### src/rtl/refosc_pkg.sv
// Package: refosc_pkg
// Shared mode code encoding for the reference path controller.
// Assumes a 3-bit mode code; the numeric values are fixed by the
// divider selection rule (ratio exponent = code - 3 for codes 3..7).
package refosc_pkg;

    localparam int CODE_W = 3;

    typedef enum logic [CODE_W-1:0] {
        RMODE_SHUTDOWN  = 3'd0,
        RMODE_XTAL      = 3'd1,
        RMODE_REF_QUIET = 3'd2,
        RMODE_REF_DIV1  = 3'd3,
        RMODE_REF_DIV2  = 3'd4,
        RMODE_REF_DIV4  = 3'd5,
        RMODE_REF_DIV8  = 3'd6,
        RMODE_REF_DIV16 = 3'd7
    } refmode_e;

    // Lowest code that enables the buffered reference output.
    localparam logic [CODE_W-1:0] FIRST_DIV_CODE = RMODE_REF_DIV1;

endpackage

### src/rtl/refosc_mode_decode.sv
// Module: refosc_mode_decode
// Turns the mode code and standby flag into the oscillator enable,
// the R counter enable and the requested output-divider setting.
// Purely combinational; assumes inputs are synchronous to the
// reference clock. Ratio exponents above MAX_LOG2 are clamped.
module refosc_mode_decode
    import refosc_pkg::*;
#(
    parameter int MAX_LOG2 = 4,
    localparam int LOG2_W  = $clog2(MAX_LOG2 + 1)
) (
    input  logic [CODE_W-1:0] mode_code,
    input  logic              standby,
    output logic              osc_en,
    output logic              rcnt_en,
    output logic              req_on,
    output logic [LOG2_W-1:0] req_log2
);

    refmode_e            mode;
    logic [CODE_W-1:0]   exp_raw;

    // Interpret the raw code as a mode.
    always_comb mode = refmode_e'(mode_code);

    // Amplifier and R counter enables.
    always_comb begin
        osc_en  = (mode == RMODE_XTAL);
        rcnt_en = (mode != RMODE_SHUTDOWN) && !standby;
    end

    // Requested output ratio: off below the first divide code, else 2^(code-3).
    always_comb begin
        exp_raw  = mode_code - FIRST_DIV_CODE;
        req_on   = (mode_code >= FIRST_DIV_CODE);
        req_log2 = '0;
        if (req_on) begin
            if (int'(exp_raw) > MAX_LOG2) req_log2 = LOG2_W'(MAX_LOG2);
            else                          req_log2 = LOG2_W'(exp_raw);
        end
    end

endmodule

### src/rtl/refosc_divider.sv
// Module: refosc_divider
// Power-of-two divider that emits a one-cycle enable per interval.
// The active setting is loaded only at the terminal count, so a
// setting change never shortens an interval. A disabled setting runs
// at ratio 1 internally so that a re-enable is adopted on the next
// edge. Assumes synchronous active-low reset held for one edge.
module refosc_divider #(
    parameter int MAX_LOG2   = 4,
    parameter int PWRUP_LOG2 = 3,
    localparam int LOG2_W    = $clog2(MAX_LOG2 + 1),
    localparam int CNT_W     = (MAX_LOG2 < 1) ? 1 : MAX_LOG2
) (
    input  logic              clk,
    input  logic              rst_n,
    input  logic              req_on,
    input  logic [LOG2_W-1:0] req_log2,
    output logic              tick
);

    logic [CNT_W-1:0]  count;
    logic              act_on;
    logic [LOG2_W-1:0] act_log2;
    logic [MAX_LOG2:0] hit;
    logic              term;
    logic [CNT_W-1:0]  limit;
    logic              past_ok;

    // Terminal detection: one comparator per supported exponent.
    for (genvar k = 0; k <= MAX_LOG2; k++) begin : g_term
        if (k == 0) begin : g_unit
            assign hit[k] = (act_log2 == LOG2_W'(k));
        end else begin : g_pow
            assign hit[k] = (act_log2 == LOG2_W'(k)) && (&count[k-1:0]);
        end
    end

    // Any selected comparator firing marks the last cycle of an interval.
    always_comb term = |hit;

    // Output enable: last cycle of an interval while output is on.
    always_comb tick = act_on && term;

    // Interval counter and setting register, updated at terminal count.
    always_ff @(posedge clk) begin
        if (!rst_n) begin
            count    <= '0;
            act_on   <= 1'b1;
            act_log2 <= LOG2_W'(PWRUP_LOG2);
        end else if (term) begin
            count    <= '0;
            act_on   <= req_on;
            act_log2 <= req_on ? req_log2 : '0;
        end else begin
            count    <= count + 1'b1;
        end
    end

    // Arithmetic last count of the interval, for checking only.
    always_comb begin
        limit = '0;
        for (int i = 0; i < CNT_W; i++)
            if (i < int'(act_log2)) limit[i] = 1'b1;
    end

    // Marks cycles whose previous edge was already out of reset.
    always_ff @(posedge clk) begin
        if (!rst_n) past_ok <= 1'b0;
        else        past_ok <= 1'b1;
    end

    AST_CNT_IN_RANGE: assert property (@(posedge clk) disable iff (!rst_n)
        count <= limit);
    AST_TICK_RESTARTS: assert property (@(posedge clk) disable iff (!rst_n)
        tick |=> (count == '0));
    AST_SETTING_HELD: assert property (@(posedge clk) disable iff (!rst_n)
        (past_ok && !$past(term)) |-> ($stable(act_log2) && $stable(act_on)));
    AST_PWRUP_RATIO: assert property (@(posedge clk)
        !rst_n |=> (act_on && act_log2 == LOG2_W'(PWRUP_LOG2) && count == '0));

endmodule

### src/rtl/refosc_ctrl.sv
// Module: refosc_ctrl (top)
// Reference path controller: decodes the mode code into oscillator and
// R counter enables and drives a power-of-two divided reference enable.
// Assumes mode_code and standby are synchronous to clk_ref.
module refosc_ctrl #(
    parameter int MAX_LOG2   = 4,
    parameter int PWRUP_LOG2 = 3,
    localparam int LOG2_W    = $clog2(MAX_LOG2 + 1)
) (
    input  logic       clk_ref,
    input  logic       rst_n,
    input  logic [2:0] mode_code,
    input  logic       standby,
    output logic       ref_out,
    output logic       osc_en,
    output logic       rcnt_en
);

    logic              req_on;
    logic [LOG2_W-1:0] req_log2;

    // Mode code decode.
    refosc_mode_decode #(.MAX_LOG2(MAX_LOG2)) u_decode (
        .mode_code (mode_code),
        .standby   (standby),
        .osc_en    (osc_en),
        .rcnt_en   (rcnt_en),
        .req_on    (req_on),
        .req_log2  (req_log2)
    );

    // Reference output divider.
    refosc_divider #(.MAX_LOG2(MAX_LOG2), .PWRUP_LOG2(PWRUP_LOG2)) u_div (
        .clk      (clk_ref),
        .rst_n    (rst_n),
        .req_on   (req_on),
        .req_log2 (req_log2),
        .tick     (ref_out)
    );

    AST_OSC_ONLY_XTAL: assert property (@(posedge clk_ref) disable iff (!rst_n)
        osc_en |-> (mode_code == 3'd1));
    AST_SHUTDOWN_QUIET: assert property (@(posedge clk_ref) disable iff (!rst_n)
        (mode_code == 3'd0) |-> (!osc_en && !rcnt_en));
    AST_STANDBY_HALTS: assert property (@(posedge clk_ref) disable iff (!rst_n)
        standby |-> !rcnt_en);
    AST_RESET_QUIET: assert property (@(posedge clk_ref)
        !rst_n |=> !ref_out);

endmodule

### config.mk
export PLATFORM = sky130hd
export DESIGN_NAME = refosc_ctrl
export DESIGN_NICKNAME = d
export VERILOG_FILES = /design/src/rtl/refosc_pkg.sv /design/src/rtl/refosc_mode_decode.sv /design/src/rtl/refosc_divider.sv /design/src/rtl/refosc_ctrl.sv
export SDC_FILE = /design/constraint.sdc
export NUM_CORES = 1
export LEC_CHECK = 0
export BUFFER_PORTS_ARGS = -buffer_cell sky130_fd_sc_hd__buf_2
export CAP_MARGIN = 10
export CORE_AREA = 5 5 42 44
export DETAILED_ROUTE_END_ITERATION = 10
export DIE_AREA = 0 0 47 49
export GPL_ROUTABILITY_DRIVEN = 0
export GPL_TIMING_DRIVEN = 0
export SLEW_MARGIN = 20
export SYNTH_ARGS = -nofsm -noshare
export SYNTH_HDL_FRONTEND = slang
export SYNTH_SLANG_ARGS = --single-unit
### constraint.sdc
create_clock -name clk_ref -period 1.4 [get_ports clk_ref]
set_input_delay 0.21 -clock clk_ref [delete_from_list [all_inputs] [get_ports clk_ref]]
set_output_delay 0.21 -clock clk_ref [all_outputs]
set_load 0.05 [all_outputs]
Yosys cells after proc, flatten, opt, wreduce, memory -nomap -nowiden
Index checks and enable logic that the tools add are counted.

Add/subtract/negate cells: 2. Multipliers: 0. Div/mod/pow operators: 0. $lt $le $gt $ge: 2. Eq/ne operators: 5. Shifts and indexed selects: 0. Muxes and demuxes: 2. Bitwise operators: 1. Reduce and logical (&&, ||, !) cells: 14.

Operators with widths (count): equality test 3 x 1 -> 1 bit (second input constant) (2); equality test 3 x 2 -> 1 bit (second input constant) (2); logical AND 1 bit (6); 2-to-1 mux 3 bit (2); OR reduction 6 bit (1); OR reduction 5 bit (1); adder 4 x 1 -> 4 bit (second input constant) (1); AND reduction 4 bit (1); equality test 3 bit (second input constant) (1); greater-or-equal comparator 3 x 2 -> 1 bit (second input constant) (1); greater-than comparator 3 bit (second input constant) (1); zero test 3 bit (1); AND reduction 3 bit (1); nonzero test 3 bit (1); subtractor 3 x 2 -> 3 bit (second input constant) (1); AND reduction 2 bit (1); zero test 1 bit (1); NOT 1 bit (1).

Bits in registers: 8. Bits in latches: 0. RAM bits: 0. ROM bits: 0. Input bits: 6. Word-level logic and storage cells: 29. Memories: 0.

Depth between registers and ports, before layout
Gate-level depths: netlist of run 1.

Depth in word-level cells: 4. Mapped depth: 6. Mapped depth without buffers: 6.

Cells and area by module
Synthesis of run 1 repeated with hierarchy kept, for this count alone.

Cell total of the unflattened synthesis: 56. Area total of the unflattened synthesis: 484.2 um^2.

Modules (own cells, without submodules): refosc_divider (times used 1, cells each 40, area each 364.1 um^2, seq. area each 160.2 um^2); refosc_mode_decode (times used 1, cells each 16, area each 120.1 um^2, seq. area each 0.0 um^2).

Worst setup path after synthesis of run 1
OpenSTA, ideal clock, no wires.

Path kind: flip-flop to output port. Start point: reg u_div.count[0]. End point: out ref_out. Arrival time: 1879 ps. Data required time: 1190 ps. Slack: -689 ps. Cell stages (with the launch flop): 7. Buffers on the path: 0. Cells stage by stage: dfxtp_1 ha_1 ha_1 nand3_1 a21oi_2 a21oi_4 nor2b_1.

Cells in the longest elaborated chain, start to end: 4.

Ends and longest elaborated chain: from (decl) (RTL line refosc_divider.sv:20) `logic [CNT_W-1:0] count;`; from (signal assigned) (RTL line refosc_divider.sv:54) `count <= count + 1'b1;`; AND reduction 4 bit, or another cell as far along (RTL line refosc_divider.sv:33) `assign hit[k] = (act_log2 == LOG2_W'(k)) && (&count[k-1:0]);`; logical AND 1 bit (RTL line refosc_divider.sv:33); OR reduction 5 bit (*) (RTL line refosc_divider.sv:38) `always_comb term = |hit;`; logical AND 1 bit (*) (RTL line refosc_divider.sv:41) `always_comb tick = act_on && term;`; to (decl) (RTL line refosc_ctrl.sv:14) `output logic ref_out,`.

Mark *: on every way between the ends. The rest lies on a longest branch, timed or not.

Final worst setup path of run 1
Start point: reg u_div.count[1]. End point: out ref_out.

The elaborated chain is that of the path after synthesis.

==> results of run 1 <==
state kept, by name, summed over array words and instances, names as in the netlist:
| register | cells |
|---|---|
| u_div.act_on | 1 |
| u_div.count | 4 |
| u_div.act_log2 | 3 |
area by class of cell:
cell class / count / area share (%)
clock buffer: 4 / 3.61
inverter: 6 / 3.10
multi-input combinational: 37 / 54.2
sequential: 8 / 22.7
tap: 16 / 2.75
timing repair buffer: 14 / 13.6
report_power, final:
| group | internal, W | switching [W] | total (W) |
|---|---|---|---|
| combinational | 0.0000424 | 0.0000544 | 0.0000968 |
| sequential | 0.000237 | 0.00000943 | 0.000247 |
| clock | 0.000109 | 0.0000797 | 0.000189 |
| total | 0.000389 | 0.000144 | 0.000532 |
layout by cell type (no fill, tap or decap), types with 2 or more instances in the layout:
master and instances:
sky130_fd_sc_hd__dfxtp_1 6, sky130_fd_sc_hd__ha_4 2, sky130_fd_sc_hd__mux2i_1 3, sky130_fd_sc_hd__a21oi_4 2
sky130_fd_sc_hd__clkbuf_4 3, sky130_fd_sc_hd__o21ai_0 2, sky130_fd_sc_hd__nand2_1 2, sky130_fd_sc_hd__nor2_1 3
sky130_fd_sc_hd__inv_1 6, sky130_fd_sc_hd__and3_1 3, sky130_fd_sc_hd__ha_1 5, sky130_fd_sc_hd__buf_2 7
sky130_fd_sc_hd__buf_4 5
synth_stat cells:
library cell               instances  area [µm²]
sky130_fd_sc_hd__and3_1            3        18.8
sky130_fd_sc_hd__o311ai_1          1        8.76
sky130_fd_sc_hd__o21a_1            1        7.51
sky130_fd_sc_hd__o21ai_0           2        10.0
sky130_fd_sc_hd__o21ai_2           1        8.76
sky130_fd_sc_hd__nor2_1            3        11.3
sky130_fd_sc_hd__ha_1              7        87.6
sky130_fd_sc_hd__nand2b_4          1        13.8
sky130_fd_sc_hd__nor2b_1           2        12.5
sky130_fd_sc_hd__inv_1             6        22.5
sky130_fd_sc_hd__nand4b_1          1        8.76
sky130_fd_sc_hd__a21oi_1           1        5.00
sky130_fd_sc_hd__a21oi_2           1        8.76
sky130_fd_sc_hd__nor2b_2           1        8.76
sky130_fd_sc_hd__nand3_1           2        10.0
sky130_fd_sc_hd__nand2_1           2        7.51
sky130_fd_sc_hd__mux2i_1           3        30.0
sky130_fd_sc_hd__xnor2_1           1        8.76
sky130_fd_sc_hd__a21oi_4           1        16.3
sky130_fd_sc_hd__nand3b_1          1        7.51
sky130_fd_sc_hd__nor3b_2           1        12.5
sky130_fd_sc_hd__o41ai_2           1        16.3
sky130_fd_sc_hd__dfxtp_1           8         160
worst max-delay path: cells and delay by family, from the launching register on:
kind	cells	cell delay [ps]
compound gates	2	220
fa+ha+maj	2	310
buf+inv	1	160
flops	1	350
simple gates	2	190
final timing paths:
path	start	to	slack [ps]	depth (start not counted)
max	u_div.count[1]	ref_out	-290	7
min	rst_n	u_div.act_log2[1]	220	2
max reg2reg	u_div.count[1]	u_div.act_log2[0]	-200	8
min reg2reg	u_div.act_on	u_div.act_on	530	2
per-stage QoR:
step	hold WS (ps)	area [µm²]	setup TNS (ps)	total power, W
after global routing	215	727	-1840	0.000575
final	218	727	-1260	0.000532
after global placement	469	608	-311	0.000333
after CTS	208	678	-613	0.000538
after detailed placement	468	608	-380	0.000334
after floorplan	288	548	-108	0.000309
cell families after synthesis:
| family | count (synthesis) | synth area share [%] |
|---|---|---|
| XOR/XNOR | 1 | 1.75 |
| adder cells (fa/ha/maj) | 7 | 17.5 |
| AO/OA/AOI/OAI | 9 | 16.2 |
| AND/OR/NAND/NOR | 17 | 22.2 |
| buffers and inverters | 6 | 4.49 |
| flip-flops | 8 | 31.9 |
| multiplexers | 3 | 5.99 |
routing by layer:
metal  share of wire [%]  vias up  wire (µm)  global-route usage, %
met5                   0        -          0                      0
met4                   0        0          0                   6.91
met3                0.73        0          7                   3.32
met2                  51        4        488                   12.7
met1                  49      187        469                   12.1
li1                    -      214          -                      -
what timing repair did:
item	CTS	global route
pin swaps	1	1
endpoints found under the setup margin	9	9
gates resized for setup	3	5
buffers inserted	4	2
==> run summary, run 1 <==
RUN STATUS
--------------------------------------------------------------------------------
Run status                                                          finished, violations left
Violated checks                                                     setup timing

GLOBAL ROUTE
--------------------------------------------------------------------------------
Global-route wire length before repair                                   1560 µm
Total congestion overflow after global routing                                 0
Pin count of the biggest net entering global routing                           9
Via count of the first global-routing pass                                   398
Combined global-route utilization of all metal layers                      9.52%
Number of antenna violations at the first check in global routing              0

DIE
--------------------------------------------------------------------------------
IO Pins                                                                        9
Width of the die                                                           47 µm
Total Die Area                                                       0.00230 mm²
Vert. Die Dim                                                              49 µm
Core Region                                                          0.00140 mm²
# rows                                                                        14
Initial Util                                                               35.8%

SYNTH
--------------------------------------------------------------------------------
Cell Area, Synth                                                         502 µm²
Distinct cell type count after synthesis                                      23
YS warnings                                                                    0
Number of standard cells after synthesis                                      51
Sequential cell area fraction in the yosys report                          31.9%
Net count after synthesis                                                     64
Flip-flop and latch count after synthesis                                      8
Mean area per synthesized cell                                          9.84 µm²

FINAL LAYOUT
--------------------------------------------------------------------------------
Final Instance Count excl. Fillers                                            85
Final net count                                                               83
Area added between synthesis and finish                                    44.9%
Sequential cell area                                                     165 µm²
Layout cells sized above 1                                                 46.4%
# fillers                                                                    139
Final design utilization                                                   51.9%
Multi-input gate area in the final layout                                394 µm²
Number of antenna cells inserted                                               0

PWR
--------------------------------------------------------------------------------
P_leak                                                                  0.354 nW
Worst voltage drop across the vdd grid                                    467 µV
Cell Pwr Density                                                      732 mW/mm²

DETAILED ROUTING
--------------------------------------------------------------------------------
DR vias                                                                      405
First DRT Iteration DRCs                                                       2
First-pass DRT Iterations                                                      3
Antenna-violating nets left                                                    0
WL per Instance                                                          11.4 µm
Total DRC errors in the routed layout                                          0
Post-DR vias/cell                                                           4.76
Detailed Route WL                                                         965 µm

CLOCKING
--------------------------------------------------------------------------------
CTS Hold Buffers Added                                                         0
Num Clock Sinks                                                                8
CTS Buf Count                                                                  3
CTS tree                                                                    done
H-Tree Depth                                                                   1
Cell chosen for the clock root                                      sky130_fd_sc_hd__clkbuf_4
Clock transition at the registers of the reported paths                    60 ps
Maximum count of clock buffers along a single path                             2
Clock latency on the worst-skew pair                                      250 ps

STA
--------------------------------------------------------------------------------
Rel. slew slack                                                            77.6%
Transition time at the pin with the least slew margin                     332 ps
Final worst setup slack                                                  -289 ps
Number of hold-slack violations in the final timing report                     0
Fin crit period                                                          1690 ps
Skew final                                                               2.23 ps
RSZ-0062 raised after global routing                                        true
Count of pins over their slew limit                                            0
Tcrit/Tclk final                                                            121%
Peak clock frequency supported by timing                               0.592 GHz
Count of final setup violators                                                 9

PLACEMENT
--------------------------------------------------------------------------------
Setup Slack @ Placement                                                  -242 ps
Input/output buffers                                                           8
Total instance count after detailed placement                                 75
DP HPWL                                                                   686 µm

CRITICAL PATH
--------------------------------------------------------------------------------
WP data required                                                         1190 ps
Critical path's slowest cell                                        sky130_fd_sc_hd__dfxtp_2
Setup crit start kind                                                       flop
Cells along the critical path                                       ha_4, ha_4, nand3_4, a21oi_4, a21oi_4, nor2b_4, buf_6
Setup Crit Path Kind                                                  reg -> out
Stage delay of the slowest cell on the critical path                      350 ps
Crit-path max FO                                                               4
Arrival time of the worst setup path                                     1480 ps
Type of element capturing the critical path                         primary output

JOB
--------------------------------------------------------------------------------
Number of max-capacitance violations reported                                  0

MIN PATH
--------------------------------------------------------------------------------
Worst min-delay path class                                             in -> reg

Power figures use the tool's default switching activity.
==> run 2: changes to the inputs <==
MAX_ROUTING_LAYER = met4   (was not set)
SETUP_SLACK_MARGIN = 0.05   (was not set)
==> run summary, run 2 (synthesis results as in run 1) <==
DIE
--------------------------------------------------------------------------------
Initial Util                                                               35.8%   unchanged
Total Die Area                                                       0.00230 mm²   unchanged
Vert. Die Dim                                                              49 µm   unchanged
Width of the die                                                           47 µm   unchanged
Core Region                                                          0.00140 mm²   unchanged
IO Pins                                                                        9   unchanged
# rows                                                                        14   unchanged

GLOBAL ROUTE
--------------------------------------------------------------------------------
Pin count of the biggest net entering global routing                           9   unchanged
Via count of the first global-routing pass                                   404   +1.5%
Total congestion overflow after global routing                                 0   unchanged
Combined global-route utilization of all metal layers                      9.54%   +0.024 points
Global-route wire length before repair                                   1550 µm   -0.90%
Number of antenna violations at the first check in global routing              0   unchanged

PWR
--------------------------------------------------------------------------------
Fraction of power consumed by sequential logic                             46.3%   about the same
Worst voltage drop across the vdd grid                                    467 µV   about the same
Gate power share                                                           18.2%   about the same
Internal power consumption                                            0.000389 W   about the same
P_leak                                                                  0.354 nW   unchanged
Switching power total                                                 0.000144 W   about the same
Part of the total power dissipated in the clock network                    35.5%   about the same
Cell Pwr Density                                                      732 mW/mm²   about the same
Switching fraction of total power                                          27.0%   about the same

STA
--------------------------------------------------------------------------------
Final worst setup slack                                                  -288 ps   +0.238 ps
Transition time at the pin with the least slew margin                     332 ps   unchanged
Skew final                                                               2.15 ps   -0.0748 ps
Count of final setup violators                                                 9   unchanged
Count of pins over their slew limit                                            0   unchanged
Number of hold-slack violations in the final timing report                     0   unchanged
Rel. slew slack                                                            77.6%   unchanged
RSZ-0062 raised after global routing                                        true
Tcrit/Tclk final                                                            121%   about the same
Peak clock frequency supported by timing                               0.592 GHz   about the same
Fin crit period                                                          1690 ps   -0.238 ps

CRITICAL PATH
--------------------------------------------------------------------------------
Launching element of the worst setup path                           u_div.count[1]
Cells along the critical path                                       ha_4, ha_4, nand3_4, a21oi_4, a21oi_4, nor2b_4, buf_6
Crit-path max FO                                                               4   unchanged
Setup crit start kind                                                       flop
Arrival time of the worst setup path                                     1480 ps   about the same
WP data required                                                         1190 ps   about the same
Worst path top cell family by delay                                   flip-flops
Type of element capturing the critical path                         primary output
Stage delay of the slowest cell on the critical path                      350 ps   about the same
Setup Crit Path Kind                                                  reg -> out
Sum of buffers and inverters on the critical path                              1   unchanged
Startpoint of the most critical register-to-register path           u_div.count[1]
Critical path's slowest cell                                        sky130_fd_sc_hd__dfxtp_2

FINAL LAYOUT
--------------------------------------------------------------------------------
Registers with the most flip-flops                                  u_div.count: 4 flops, u_div.act_log2: 3 flops, u_div.act_on: 1 flops
Final Instance Count excl. Fillers                                            85   unchanged
Register with the most flip-flops                                    u_div.count
Area added between synthesis and finish                                    44.9%   unchanged
Final net count                                                               83   unchanged
Layout cells sized above 1                                                 46.4%   unchanged
Number of antenna cells inserted                                               0   unchanged
# fillers                                                                    139   unchanged
Max FFs per register                                                           4   unchanged
Highest-count cells in the layout ignoring fill and taps            7 x sky130_fd_sc_hd__buf_2, 6 x sky130_fd_sc_hd__inv_1, 6 x sky130_fd_sc_hd__dfxtp_1, 5 x sky130_fd_sc_hd__ha_1, 5 x sky130_fd_sc_hd__buf_4
Final design utilization                                                   51.9%   unchanged
Commonest non-fill, non-tap cell in the layout                      sky130_fd_sc_hd__buf_2

CLOCKING
--------------------------------------------------------------------------------
Clock transition at the registers of the reported paths                    60 ps   about the same
CTS Hold Buffers Added                                                         0   unchanged
CTS tree                                                                    done
Cell chosen for the clock root                                      sky130_fd_sc_hd__clkbuf_4
H-Tree Depth                                                                   1   unchanged
Num Clock Sinks                                                                8   unchanged
CTS Buf Count                                                                  3   unchanged
Maximum count of clock buffers along a single path                             2   unchanged
Clock latency on the worst-skew pair                                      250 ps   about the same

DETAILED ROUTING
--------------------------------------------------------------------------------
Post-DR vias/cell                                                           4.79   +0.49%
WL per Instance                                                          11.4 µm   +0.10%
First DRT Iteration DRCs                                                       2   unchanged
Antenna-violating nets left                                                    0   unchanged
Total DRC errors in the routed layout                                          0   unchanged
First-pass DRT Iterations                                                      3   unchanged
DR vias                                                                      407   +0.49%
Detailed Route WL                                                         966 µm   +0.10%

MIN PATH
--------------------------------------------------------------------------------
Hold path startpoint                                                       rst_n
Worst min-delay path class                                             in -> reg

PLACEMENT
--------------------------------------------------------------------------------
DP HPWL                                                                   686 µm   unchanged
Input/output buffers                                                           8   unchanged
Total instance count after detailed placement                                 75   unchanged
Setup Slack @ Placement                                                  -242 ps   unchanged

RUN STATUS
--------------------------------------------------------------------------------
Violated checks                                                     setup timing
Run status                                                          finished, violations left

JOB
--------------------------------------------------------------------------------
Number of max-capacitance violations reported                                  0   unchanged

[run 2: stage by stage]
| stage | total power (W) | TNS, ps | instance area [µm²] | hold WS, ps |
|---|---|---|---|---|
| 6_report | 0.000532 | -1260 | 727 | 218 |
| 5_1_grt | 0.000571 | -1830 | 727 | 220 |
| 4_1_cts | 0.000538 | -613 | 678 | 208 |
| 3_5_place_dp | 0.000334 | -380 | 608 | 468 |
| 3_3_place_gp | 0.000333 | -311 | 608 | 469 |
| 2_1_floorplan | 0.000309 | -108 | 548 | 288 |
[run 2: routing by layer]
layer	vias to the layer above	GRT usage, %	routed length (µm)
met1	187	11.9	469
met4	0	6.91	13
met2	4	12.9	474
met5	-	-	0
li1	214	-	-
met3	2	2.21	8
[run 2: final cells by class]
class                   count  area [µm²]  share of cell area, %
clock buffers               4        26.3                   3.61
inverters                   6        22.5                   3.10
multi-input cells          37         394                   54.2
flip-flops and latches      8         165                   22.7
repair buffers             14        98.8                   13.6
well taps                  16        20.0                   2.75
[run 2: worst reg2reg max path, cell delays in order, from the launching register on]
cell and delay (ps):
sky130_fd_sc_hd__dfxtp_2 350, sky130_fd_sc_hd__ha_4 170, sky130_fd_sc_hd__ha_4 140, sky130_fd_sc_hd__nand3_4 80, sky130_fd_sc_hd__a21oi_4 160, sky130_fd_sc_hd__a21oi_4 60
sky130_fd_sc_hd__buf_4 150, sky130_fd_sc_hd__buf_8 130, sky130_fd_sc_hd__o41ai_4 270
[run 2: power groups by stage]
stage | Combinational, W | Clock (W) | Sequential [W]
finish | 0.0000968 | 0.000189 | 0.000247
global route | 0.000108 | 0.000216 | 0.000247
CTS | 0.0000929 | 0.000199 | 0.000246
detailed placement | 0.0000793 | 0 | 0.000255
global placement | 0.0000785 | 0 | 0.000254
floorplan | 0.0000564 | 0 | 0.000252
[run 2: worst paths after layout]
| path | to | slack (ps) | depth (start not counted) |
|---|---|---|---|
| max | ref_out | -290 | 7 |
| min reg2reg | u_div.act_on | 530 | 2 |
| max reg2reg | u_div.act_log2[0] | -200 | 8 |
| min | u_div.act_log2[1] | 220 | 2 |
[run 2: timing repair]
| action | CTS | global route |
|---|---|---|
| cloned | 0 | 0 |
| resized for setup | 3 | 5 |
| pin swaps | 1 | 1 |
| buffers inserted | 4 | 2 |
| endpoints found under the setup margin | 9 | 9 |
